[src/rtl/fdec_pkg.sv]
package fdec_pkg;
  localparam int unsigned FDEC_RATE_W = 4;

  typedef enum logic [1:0] {
    FRM_EVEN  = 2'b00,
    FRM_ODD   = 2'b01,
    DROP_EVEN = 2'b10,
    DROP_ODD  = 2'b11
  } fdec_mode_e;
endpackage

[src/rtl/field_decim_cfg.sv]
module field_decim_cfg
  import fdec_pkg::*;
#(
  parameter int unsigned RATE_W = FDEC_RATE_W,
  localparam int unsigned CFG_W = RATE_W + 4
) (
  input  logic              clk,
  input  logic              rst_n,
  input  logic              we,
  input  logic [CFG_W-1:0]  wdata,
  output logic              en,
  output fdec_mode_e        mode,
  output logic [RATE_W-1:0] rate
);
  // the top bit is reserved and is never stored
  always_ff @(posedge clk or negedge rst_n) begin
    if (!rst_n) begin
      en   <= 1'b0;
      mode <= FRM_EVEN;
      rate <= '0;
    end else if (we) begin
      en   <= wdata[0];
      mode <= fdec_mode_e'(wdata[2:1]);
      rate <= wdata[3 +: RATE_W];
    end
  end
endmodule

[src/rtl/field_decim_sched.sv]
module field_decim_sched
  import fdec_pkg::*;
#(
  parameter int unsigned RATE_W = FDEC_RATE_W
) (
  input  logic              clk,
  input  logic              rst_n,
  input  logic              sof_now,
  input  logic              sof_acc,
  input  logic              odd,
  input  logic              cfg_en,
  input  fdec_mode_e        cfg_mode,
  input  logic [RATE_W-1:0] cfg_rate,
  output logic              pass_now
);
  logic              en_q, fp_q, pass_q;
  logic [RATE_W-1:0] cnt_q;
  logic [RATE_W-1:0] base, cnt_n;
  logic              fp_base, hit, dec_pass, fp_n;

  always_comb begin
    base     = en_q ? cnt_q : '0;
    fp_base  = en_q ? fp_q : 1'b1;
    hit      = (base >= cfg_rate);
    dec_pass = 1'b1;
    cnt_n    = base;
    fp_n     = fp_base;
    if (!cfg_en) begin
      cnt_n = '0;
      fp_n  = 1'b1;
    end else if (!cfg_mode[1]) begin
      // frame modes: mode bit 0 gives the parity that opens a frame
      if (odd == cfg_mode[0]) begin
        dec_pass = hit;
        cnt_n    = hit ? '0 : base + 1'b1;
        fp_n     = hit;
      end else begin
        dec_pass = fp_base;
      end
    end else begin
      // parity modes: mode bit 0 gives the parity being thinned
      if (odd == cfg_mode[0]) begin
        dec_pass = hit;
        cnt_n    = hit ? '0 : base + 1'b1;
      end
    end
  end

  assign pass_now = sof_now ? dec_pass : pass_q;

  always_ff @(posedge clk or negedge rst_n) begin
    if (!rst_n) begin
      en_q   <= 1'b0;
      fp_q   <= 1'b1;
      pass_q <= 1'b1;
      cnt_q  <= '0;
    end else if (sof_acc) begin
      en_q   <= cfg_en;
      fp_q   <= fp_n;
      pass_q <= dec_pass;
      cnt_q  <= cnt_n;
    end
  end


  dis_pass_chk: assert property (@(posedge clk) disable iff (!rst_n)
    sof_now && !cfg_en |-> pass_now);

  keep_odd_chk: assert property (@(posedge clk) disable iff (!rst_n)
    sof_now && cfg_en && cfg_mode == DROP_EVEN && odd |-> pass_now);

  keep_even_chk: assert property (@(posedge clk) disable iff (!rst_n)
    sof_now && cfg_en && cfg_mode == DROP_ODD && !odd |-> pass_now);

  rate_zero_chk: assert property (@(posedge clk) disable iff (!rst_n)
    sof_now && cfg_en && cfg_rate == '0 && (cfg_mode[1] || odd == cfg_mode[0])
    |-> pass_now);

  field_hold_chk: assert property (@(posedge clk) disable iff (!rst_n)
    !sof_acc |=> pass_q == $past(pass_q));

  cnt_clear_chk: assert property (@(posedge clk) disable iff (!rst_n)
    sof_acc && cfg_en && !en_q |=> cnt_q <= 1);
endmodule

[src/rtl/field_decim_gate.sv]
module field_decim_gate #(
  parameter int unsigned DATA_W = 8
) (
  input  logic              clk,
  input  logic              rst_n,
  input  logic              pass,
  input  logic              in_valid,
  output logic              in_ready,
  input  logic [DATA_W-1:0] in_data,
  input  logic              in_sof,
  input  logic              in_odd,
  output logic              out_valid,
  input  logic              out_ready,
  output logic [DATA_W-1:0] out_data,
  output logic              out_sof,
  output logic              out_odd
);
  assign out_valid = in_valid & pass;
  assign in_ready  = pass ? out_ready : 1'b1;
  assign out_data  = in_data;
  assign out_sof   = in_sof;
  assign out_odd   = in_odd;


  drop_sink_chk: assert property (@(posedge clk) disable iff (!rst_n)
    in_valid && !out_valid |-> in_ready);

  no_phantom_chk: assert property (@(posedge clk) disable iff (!rst_n)
    out_valid |-> in_valid);
endmodule

[src/rtl/field_decimator.sv]
module field_decimator
  import fdec_pkg::*;
#(
  parameter int unsigned DATA_W = 8,
  parameter int unsigned RATE_W = FDEC_RATE_W,
  localparam int unsigned CFG_W = RATE_W + 4
) (
  input  logic              clk,
  input  logic              rst_n,
  input  logic              cfg_we,
  input  logic [CFG_W-1:0]  cfg_wdata,
  input  logic              in_valid,
  output logic              in_ready,
  input  logic [DATA_W-1:0] in_data,
  input  logic              in_sof,
  input  logic              in_odd,
  output logic              out_valid,
  input  logic              out_ready,
  output logic [DATA_W-1:0] out_data,
  output logic              out_sof,
  output logic              out_odd
);
  logic              c_en;
  fdec_mode_e        c_mode;
  logic [RATE_W-1:0] c_rate;
  logic              pass, sof_now, sof_acc;

  assign sof_now = in_valid & in_sof;
  assign sof_acc = sof_now & in_ready;

  field_decim_cfg #(.RATE_W(RATE_W)) u_cfg (
    .clk(clk), .rst_n(rst_n), .we(cfg_we), .wdata(cfg_wdata),
    .en(c_en), .mode(c_mode), .rate(c_rate)
  );

  field_decim_sched #(.RATE_W(RATE_W)) u_sched (
    .clk(clk), .rst_n(rst_n), .sof_now(sof_now), .sof_acc(sof_acc),
    .odd(in_odd), .cfg_en(c_en), .cfg_mode(c_mode), .cfg_rate(c_rate),
    .pass_now(pass)
  );

  field_decim_gate #(.DATA_W(DATA_W)) u_gate (
    .clk(clk), .rst_n(rst_n), .pass(pass),
    .in_valid(in_valid), .in_ready(in_ready), .in_data(in_data),
    .in_sof(in_sof), .in_odd(in_odd),
    .out_valid(out_valid), .out_ready(out_ready), .out_data(out_data),
    .out_sof(out_sof), .out_odd(out_odd)
  );
endmodule

[config.mk]
export PLATFORM = sky130hd
export DESIGN_NAME = field_decimator
export DESIGN_NICKNAME = d
export VERILOG_FILES = /design/src/rtl/fdec_pkg.sv /design/src/rtl/field_decim_cfg.sv /design/src/rtl/field_decim_sched.sv /design/src/rtl/field_decim_gate.sv /design/src/rtl/field_decimator.sv
export SDC_FILE = /design/constraint.sdc
export NUM_CORES = 1
export LEC_CHECK = 0
export ABC_AREA = 1
export BUFFER_PORTS_ARGS = -buffer_cell sky130_fd_sc_hd__buf_2
export CORE_UTILIZATION = 48
export DETAILED_ROUTE_END_ITERATION = 7
export GPL_ROUTABILITY_DRIVEN = 0
export HOLD_SLACK_MARGIN = 0.06
export PLACE_DENSITY = 0.78
export REMOVE_ABC_BUFFERS = 1
export SLEW_MARGIN = 20
export SYNTH_ARGS = -nofsm -noshare
export SYNTH_HDL_FRONTEND = slang
export SYNTH_SLANG_ARGS = --single-unit
[constraint.sdc]
create_clock -name clk -period 2.2 [get_ports clk]
set_input_delay 0.44 -clock clk [delete_from_list [all_inputs] [get_ports clk]]
set_output_delay 0.44 -clock clk [all_outputs]
set_load 0.02 [all_outputs]
==> run summary, run 1 <==
=================================================================================
Outcome ............................................................ finished with violations
Violated checks .................................................... negative setup slack
Post-synth top flop ................................................      dfrtp_1
Number of routed nets with antenna violations ......................            0
Synthesis-to-finish area growth ....................................        29.7%
Starting density of the core .......................................        53.8%
Setup slack after placement ........................................    0.0470 ns
Total power of the final layout ....................................     0.733 mW
Via count ..........................................................          921
Flop and latch count out of synthesis ..............................           14
CTS max path bufs ..................................................            2
CTS tree ...........................................................         done
Worst-path fanout max ..............................................            5
Slew at the pin closest to its max-slew limit ......................     0.333 ns
Peak clock frequency supported by timing ...........................      429 MHz
Wire length of the first global-routing pass .......................      3.78 mm
Worst reg2reg path startpoint ...................................... u_sched.en_q
Total standard cell area after synthesis ...........................      970 µm²
Synthesized netlist cell count .....................................          126
Power density of the placed cells ..................................   583 nW/µm²
Headroom to the max-slew limit .....................................        77.8%
Worst setup SP type ................................................         flop
Max_cap viols ......................................................            0
Hold Crit Class .................................................... primary input to flop
Initial antenna violation count ....................................            0
Number of warnings issued by yosys .................................            0
Number of synthesized flops with an enable pin .....................            0
Number of library cell types mapped by synthesis ...................           24
Fraction of power spent switching nets .............................        34.9%
Seq pwr share ......................................................        43.0%
Fraction of the yosys area taken by sequential cells ...............        36.4%
Horizontal die dimension ...........................................      46.9 µm
Final Worst Setup Slack ............................................    -0.133 ns
Via-per-instance ratio .............................................         5.29
Dominant cells by area after synthesis ............................. dfrtp_1, nand2_1, buf_4, inv_1, ha_1
Switching component of the power ...................................     0.256 mW
Number of buffer cells added on primary ports ......................           17
Detailed-route wire length .........................................      2.55 mm
Floorplan die height ...............................................      46.9 µm
Number of nets at the end of the flow ..............................          178
CP startpoint ...................................................... u_sched.en_q
Pins Over Slew Limit ...............................................            0
ANT cells ..........................................................            0
Worst endpoint required time .......................................      1.76 ns
Synthesized area per cell ..........................................     7.70 µm²
DP HPWL ............................................................      1.46 mm
Worst IR drop on VDD ...............................................   0.000489 V
GRT Total Usage ....................................................        25.1%
Biggest area consumer among synthesized cells ......................      dfrtp_1
Placed cell count ..................................................          159
Proportion of layout cells with a drive suffix above 1 .............        44.3%
Proportion of netlist area held by the largest area contributor ....        31.0%
Maximum number of pins on one net before global-route repair .......           15
Final non-filler cell total ........................................          174
Final total negative setup slack ...................................    -0.187 ns
Endpoint arrival time on the critical path .........................      1.89 ns
Final Critical Period ..............................................      2.33 ns
Worst Setup End Kind ...............................................   output pin
Clock-pin slew on the worst setup and hold paths ...................      0.09 ns
Leakage dissipation ................................................     0.702 nW
Final setup skew ...................................................   0.00167 ns
Clk_lat worst skew .................................................      0.29 ns
Remaining DRCs .....................................................            0
Number of optimization iterations in the first detailed-route pass .            4
Final setup viols ..................................................            2
Num ports ..........................................................           35
Clock network fraction of design power .............................        21.7%
Core box area ......................................................     1800 µm²
Via count of the first global-routing pass .........................          865
Combinational fraction of design power .............................        35.3%
Ys async rst share .................................................         100%
H-Tree Depth .......................................................            1
Internal portion of total power ....................................     0.477 mW
Total clock buffers created by CTS .................................            3
Startpoint of the lowest-slack hold path ........................... cfg_wdata[1]
Worst Hold Margin ..................................................     0.356 ns
Period utilization .................................................         106%
GRT overflow .......................................................            0
Routed WL per cell .................................................      14.6 µm
Sink count of the clock tree .......................................           14
RSZ-0062 raised after global routing ...............................          yes
Total die area .....................................................     2200 µm²
Hold Fails Final Rpt ...............................................            0
Critical path class ................................................ flop to output pin
Floorplan row count ................................................           15
Number of DRC violations after detailed-routing iteration 0 ........           19
CTS root buf .......................................................     clkbuf_4
=================================================================================
[flip-flops by register name, summed over array words and instances, names as in the netlist]
register        count
u_cfg.en            1
u_cfg.mode          2
u_cfg.rate          4
u_sched.cnt_q       4
u_sched.en_q        1
u_sched.fp_q        1
u_sched.pass_q      1
[Yosys cell counts, types with 2 or more instances]
cell type / n
inv_2: 4
dfstp_2: 2
nand2_2: 2
ha_1: 5
inv_1: 18
nand2_1: 37
o21ai_0: 6
a21oi_1: 4
nand2_4: 3
buf_4: 10
o22ai_1: 2
dfrtp_1: 12
nand3_1: 10
[worst max-delay path, cell delays in order (launching register included)]
cell     delay [ns]
dfrtp_2        0.46
nand2_2        0.09
inv_2          0.06
ha_4           0.27
nand2_1        0.08
nand2_2        0.09
nand2_4        0.06
nand4_4        0.07
nand2_2        0.07
nand2_4        0.08
nand2_2        0.05
nor2_1         0.10
buf_4          0.14
[stage by stage]
step | util (%) | area, µm²
floorplan | - | 891
global placement | 56.7 | 1020
detailed placement | 56.7 | 1020
CTS | 65.9 | 1190
global route | 69.8 | 1260
finish | 69.8 | 1260
[timing repair]
item | in CTS | in global routing
setup endpoints to repair | 2 | 2
gates resized for setup | 18 | 10
hold buffers | 1 | 0
pin swaps | 6 | 7
buffers inserted | 8 | 2
hold endpoints to repair | 12 | 0
[power by group through the flow]
stage	Combinational (mW)	Clock (mW)	Sequential [mW]
3_3_place_gp	0.157	0	0.313
6_report	0.259	0.159	0.315
4_1_cts	0.216	0.160	0.312
5_1_grt	0.281	0.171	0.319
3_5_place_dp	0.162	0	0.315
2_1_floorplan	0.112	0	0.309
[per-layer routing]
| layer | GRT usage (%) | part of all wire [%] | up-vias | wire length, µm |
|---|---|---|---|---|
| met5 | 0 | 0 | - | 0 |
| met4 | 18.3 | 2.9 | 0 | 74 |
| met3 | 6.54 | 6.0 | 6 | 152 |
| met2 | 38.9 | 52 | 50 | 1330 |
| met1 | 30.1 | 39 | 431 | 993 |
| li1 | - | - | 434 | - |
[final timing paths]
check                                         to  slack, ns  cells after the start
worst max-delay path                   out_valid      -0.13                     12
worst min-delay path               u_cfg.mode[0]       0.36                      3
worst max register to register  u_sched.cnt_q[3]       0.24                     14
worst min register to register      u_sched.fp_q       0.48                      2
max in group asynchronous         u_sched.pass_q       1.33                      2
min in group asynchronous          u_cfg.rate[3]       0.58                      2
[layout by cell type, fill, tap and decap left out, types with 3 or more instances in the layout]
cell,count
a21oi_1,3
buf_2,15
buf_4,12
clkbuf_4,3
dfrtp_1,11
ha_4,4
inv_1,16
inv_2,5
nand2_1,27
nand2_2,8
nand2_4,7
nand3_1,10
o21ai_0,6
[area by class of cell]
cell class              count  area [µm²]
multi-input cells          78         559
clock buffers               4        26.3
well taps                  25        31.3
flip-flops and latches     14         354
fillers                   136         544
inverters                  23        88.8
repair buffers             30         198
[kinds of logic after synthesis]
group / after synthesis / synth area share, %
AOI/OAI and AO/OA: 12 / 6.45
muxes: 1 / 1.16
adders and majority gates: 5 / 6.45
xor gates and xnor gates: 1 / 0.903
and+or+nand+nor: 59 / 31.6
buffers and inverters: 34 / 17.0
DFF: 14 / 36.4
(Power assumes the default switching activity.)
==> run 2, diff against run 1 <==
Settings changed: PLACE_DENSITY 0.78 to 0.79.
==> run summary, run 2 (synthesis results as in run 1) <==
=================================================================================
Hold Fails Final Rpt ...............................................            0
Slew at the pin closest to its max-slew limit ......................     0.333 ns
CTS tree ...........................................................         done
Final cell area excluding filler cells .............................     1380 µm²
GRT overflow .......................................................            0
Via count of the first global-routing pass .........................          974
DP HPWL ............................................................      1.42 mm
GRT Total Usage ....................................................        27.4%
Remaining DRCs .....................................................            0
Proportion of layout cells with a drive suffix above 1 .............        51.6%
Clk_lat worst skew .................................................      0.29 ns
Power density of the placed cells ..................................   589 nW/µm²
Outcome ............................................................ finished with violations
Maximum number of pins on one net before global-route repair .......           15
Detailed-route wire length .........................................      2.82 mm
Worst IR drop on VDD ...............................................   0.000527 V
Max_cap viols ......................................................            0
Clock-pin slew on the worst setup and hold paths ...................      0.10 ns
Hold Crit Class .................................................... primary input to flop
Period utilization .................................................         109%
Number of buffer and inverter stages on the critical path ..........            3
Worst endpoint required time .......................................      1.76 ns
Core box area ......................................................     1800 µm²
Horizontal die dimension ...........................................      46.9 µm
Number of routed nets with antenna violations ......................            0
Worst-path fanout max ..............................................            5
Endpoint arrival time on the critical path .........................      1.95 ns
Final setup viols ..................................................            7
Cell family with most CP delay ..................................... simple AND/OR/NAND/NOR gates
Cell with the largest stage delay on the worst path ................      dfrtp_2
Final setup skew ...................................................    0.0121 ns
Final Critical Period ..............................................      2.39 ns
Number of optimization iterations in the first detailed-route pass .            4
CTS max path bufs ..................................................            2
Sink count of the clock tree .......................................           14
Synthesis-to-finish area growth ....................................        41.9%
Worst setup SP type ................................................         flop
Via-per-instance ratio .............................................         5.34
Worst Setup End Kind ...............................................   output pin
Leakage dissipation ................................................     0.758 nW
Total power of the final layout ....................................     0.811 mW
Floorplan die height ...............................................      46.9 µm
Initial antenna violation count ....................................            0
Worst path most repeated cell ......................................      nand2_2
RSZ-0062 raised after global routing ...............................          yes
Cells along the critical path ...................................... nand2_2 -> inv_2 -> ha_4 -> nand2_2 -> inv_2 -> nand2_4 -> nand4_4 -> nand2_2 -> nand2_4 -> nand2_2 -> nor2_1 -> buf_4
Floorplan row count ................................................           15
Number of DRC violations after detailed-routing iteration 0 ........           48
Util after Layout ..................................................        76.4%
Registers with the most flip-flops ................................. u_cfg.rate (4), u_sched.cnt_q (4), u_cfg.mode (2)
Peak clock frequency supported by timing ...........................      418 MHz
Number of nets at the end of the flow ..............................          186
CTS root buf .......................................................     clkbuf_4
Final Worst Setup Slack ............................................    -0.192 ns
Number of buffer cells added on primary ports ......................           17
Leading cell type in the layout, fill and taps excluded ............      nand2_1
Commonest non-fill, non-tap cells in the layout .................... nand2_1, buf_4, inv_1
Headroom to the max-slew limit .....................................        77.8%
Routed WL per cell .................................................      15.5 µm
Starting density of the core .......................................        53.8%
Total clock buffers created by CTS .................................            3
Total die area .....................................................     2200 µm²
Final total negative setup slack ...................................    -0.771 ns
Critical path class ................................................ flop to output pin
H-Tree Depth .......................................................            1
ANT cells ..........................................................            0
Total cell area at the placement stage .............................     1020 µm²
Critical Path Max Stage Delay ......................................      0.47 ns
Pins Over Slew Limit ...............................................            0
Wire length of the first global-routing pass .......................      4.11 mm
Violated checks .................................................... negative setup slack
Via count ..........................................................          972
Num ports ..........................................................           35
Setup slack after placement ........................................    0.0639 ns
=================================================================================
## run 2: changes by cell type in the layout (fill, tap and decap cells not counted), sizes merged
| cell | delta |
|---|---|
| buf | +8 |
## run 2: through the flow
stage               instances  hold slack, ns
floorplan                 115           0.144
global route              182           0.379
global placement          159           0.356
detailed placement        159           0.360
CTS                       179           0.355
finish                    182           0.363
## run 2: worst paths after layout
path | startpoint | slack (ns) | cells past startpoint | end
worst min register to register | u_sched.pass_q | 0.48 | 2 | u_sched.pass_q
max in group asynchronous | rst_n | 1.32 | 2 | u_sched.pass_q
worst max register to register | u_sched.en_q | -0.16 | 18 | u_sched.cnt_q[3]
worst max-delay path | u_sched.en_q | -0.19 | 12 | out_valid
worst min-delay path | cfg_wdata[2] | 0.36 | 3 | u_cfg.mode[1]
min in group asynchronous | rst_n | 0.59 | 2 | u_sched.cnt_q[0]
## run 2: final cells by class
class / count / area, µm²
Multi-Input combinational cell: 78 / 601
Tap cell: 25 / 31.3
Sequential cell: 14 / 354
Fill cell: 116 / 425
Clock buffer: 4 / 36.3
Inverter: 23 / 88.8
Timing Repair Buffer: 38 / 265
## run 2: tightest hold or removal path, delay by kind of cell
| kind | cells | cell delay (ns) |
|---|---|---|
| buffers and inverters | 1 | 0.07 |
| AND/OR/NAND/NOR | 1 | 0.04 |
| AO/OA/AOI/OAI | 1 | 0.06 |
## run 2: repair_timing
| action | in CTS | in global routing |
|---|---|---|
| buffers inserted | 15 | 3 |
| gates resized for setup | 20 | 18 |
| setup endpoints to repair | 2 | 7 |
| hold buffers | 1 | 0 |
| pin swaps | 8 | 10 |
| hold endpoints to repair | 12 | 0 |
## run 2: per-layer routing
layer	vias to the layer above	routed length [µm]	global-route usage, %
li1	448	-	-
met1	457	1110	31.0
met2	54	1430	46.1
met3	13	168	8.08
met4	0	108	14.9
met5	-	0	0
## run 2: power by group
| group | leakage, nW | internal, mW | switching (mW) | total (mW) |
|---|---|---|---|---|
| Clock | 0.0210 | 0.101 | 0.0912 | 0.192 |
| Sequential | 0.172 | 0.291 | 0.0269 | 0.318 |
| Combinational | 0.565 | 0.142 | 0.158 | 0.301 |
==> run 3, diff against run 2 <==
Settings changed: CELL_PAD_IN_SITES_DETAIL_PLACEMENT from default to 1, CELL_PAD_IN_SITES_GLOBAL_PLACEMENT from default to 1, CORE_UTILIZATION 48 to 34.
==> run summary, run 3 (synthesis results as in run 1) <==
=================================================================================
Clk_lat worst skew .................................................      0.29 ns
Max_cap viols ......................................................            0
Proportion of layout cells with a drive suffix above 1 .............        40.5%
Final non-filler cell total ........................................          179
Pins Over Slew Limit ...............................................            0
Headroom to the max-slew limit .....................................        77.3%
Maximum number of pins on one net before global-route repair .......           15
Total power of the final layout ....................................     0.679 mW
Horizontal die dimension ...........................................      55.4 µm
Cell with the largest stage delay on the worst path ................      dfrtp_2
Final cell area excluding filler cells .............................     1190 µm²
Cells along the critical path ...................................... nand2_2 -> inv_2 -> ha_4 -> nand2_2 -> inv_2 -> nand2_2 -> nand4_2 -> nand2_2 -> nand2_4 -> nand2_2 -> nor2_1 -> buf_4
Setup slack after placement ........................................   0.00866 ns
Number of routed nets with antenna violations ......................            0
Via count of the first global-routing pass .........................          950
Violated checks .................................................... negative setup slack
Leakage dissipation ................................................     0.668 nW
Hold Fails Final Rpt ...............................................            0
Worst path most repeated cell ......................................      nand2_2
Period utilization .................................................         108%
Starting density of the core .......................................        35.5%
Number of buffer cells added on primary ports ......................           17
CTS root buf .......................................................     clkbuf_4
Via count ..........................................................          854
DP HPWL ............................................................      1.77 mm
Detailed-route wire length .........................................      2.42 mm
Placed cell count ..................................................          165
Clock-pin slew on the worst setup and hold paths ...................      0.09 ns
Leading cell type in the layout, fill and taps excluded ............      nand2_1
Final setup skew ...................................................   0.00585 ns
Register cell area after layout ....................................      354 µm²
Peak clock frequency supported by timing ...........................      422 MHz
Remaining DRCs .....................................................            0
Routed WL per cell .................................................      13.5 µm
Critical path class ................................................ flop to output pin
Num ports ..........................................................           35
Via-per-instance ratio .............................................         4.77
Number of buffer and inverter stages on the critical path ..........            3
Final Worst Setup Slack ............................................    -0.169 ns
Core box area ......................................................     2730 µm²
Commonest non-fill, non-tap cells in the layout .................... nand2_1, inv_1, buf_2
H-Tree Depth .......................................................            1
Number of fill cells ...............................................          328
Total clock buffers created by CTS .................................            3
Final setup viols ..................................................            2
Worst IR drop on VDD ...............................................   0.000380 V
Critical Path Max Stage Delay ......................................      0.46 ns
Slew at the pin closest to its max-slew limit ......................     0.340 ns
Worst-path fanout max ..............................................            5
Worst endpoint required time .......................................      1.76 ns
Floorplan die height ...............................................      55.4 µm
Total die area .....................................................     3070 µm²
Multi-input gate area ..............................................      498 µm²
GRT Total Usage ....................................................        17.7%
Outcome ............................................................ finished with violations
Registers with the most flip-flops ................................. u_cfg.rate (4), u_sched.cnt_q (4), u_cfg.mode (2)
Final Critical Period ..............................................      2.37 ns
Hold Crit Class .................................................... primary input to flop
Number of optimization iterations in the first detailed-route pass .            3
Floorplan row count ................................................           19
Worst setup SP type ................................................         flop
Number of nets at the end of the flow ..............................          177
Total cell area at the placement stage .............................     1030 µm²
Number of DRC violations after detailed-routing iteration 0 ........           11
GRT overflow .......................................................            0
Initial antenna violation count ....................................            0
Worst Hold Margin ..................................................     0.358 ns
Endpoint arrival time on the critical path .........................      1.93 ns
Cell family with most CP delay ..................................... simple AND/OR/NAND/NOR gates
Sink count of the clock tree .......................................           14
CTS max path bufs ..................................................            2
Synthesis-to-finish area growth ....................................        22.7%
Worst Setup End Kind ...............................................   output pin
Power density of the placed cells ..................................   571 nW/µm²
CTS tree ...........................................................         done
ANT cells ..........................................................            0
Wire length of the first global-routing pass .......................      4.12 mm
RSZ-0062 raised after global routing ...............................          yes
=================================================================================
-- run 3: layout make-up --
| class | count | area share [%] |
|---|---|---|
| well taps | 31 | 3.26 |
| inverters | 23 | 7.26 |
| multi-input cells | 78 | 41.9 |
| repair buffers | 29 | 15.7 |
| clock buffers | 4 | 2.21 |
| flip-flops and latches | 14 | 29.8 |
-- run 3: stage by stage --
stage	setup TNS, ns	util, %
after floorplan	0	-
after global placement	0	37.7
after detailed placement	0	37.7
after CTS	-0.214	42.5
after global routing	-0.427	43.5
final	-0.212	43.5
-- run 3: path summary, 6_finish.rpt --
check | from | to | slack [ns] | cells after the start
max | u_sched.en_q | out_valid | -0.17 | 12
max in group asynchronous | rst_n | u_sched.pass_q | 1.32 | 2
min in group asynchronous | rst_n | u_cfg.rate[1] | 0.57 | 2
max reg2reg | u_sched.en_q | u_sched.cnt_q[2] | 0.32 | 14
min | cfg_wdata[0] | u_cfg.en | 0.36 | 3
min reg2reg | u_sched.cnt_q[0] | u_sched.cnt_q[0] | 0.48 | 2
-- run 3: timing repair --
action / CTS / global route
hold endpoints to repair: 12 / 0
hold buffers: 1 / 0
buffers inserted: 6 / 3
endpoints found under the setup margin: 2 / 2
resized for setup: 14 / 2
pin swaps: 9 / 7
-- run 3: worst register-to-register path, delay by kind of cell (launching register included) --
kind          cells  cell delay (ns)
simple gates     10             0.79
flops             1             0.46
fa+ha+maj         1             0.27
buf+inv           3             0.26
-- run 3: power breakdown --
part	leakage, nW	internal [mW]	switching, mW
clock	0.0150	0.0705	0.0862
sequential	0.172	0.291	0.0210
combinational	0.481	0.0890	0.121
total	0.668	0.451	0.228
-- run 3: routing by layer --
metal | vias up | part of all wire (%) | global-route usage, %
met5 | - | 0 | 0
met4 | 0 | 2.6 | 12.1
met3 | 4 | 4.0 | 4.68
met2 | 23 | 53 | 29.6
met1 | 399 | 41 | 19.6
li1 | 428 | - | -
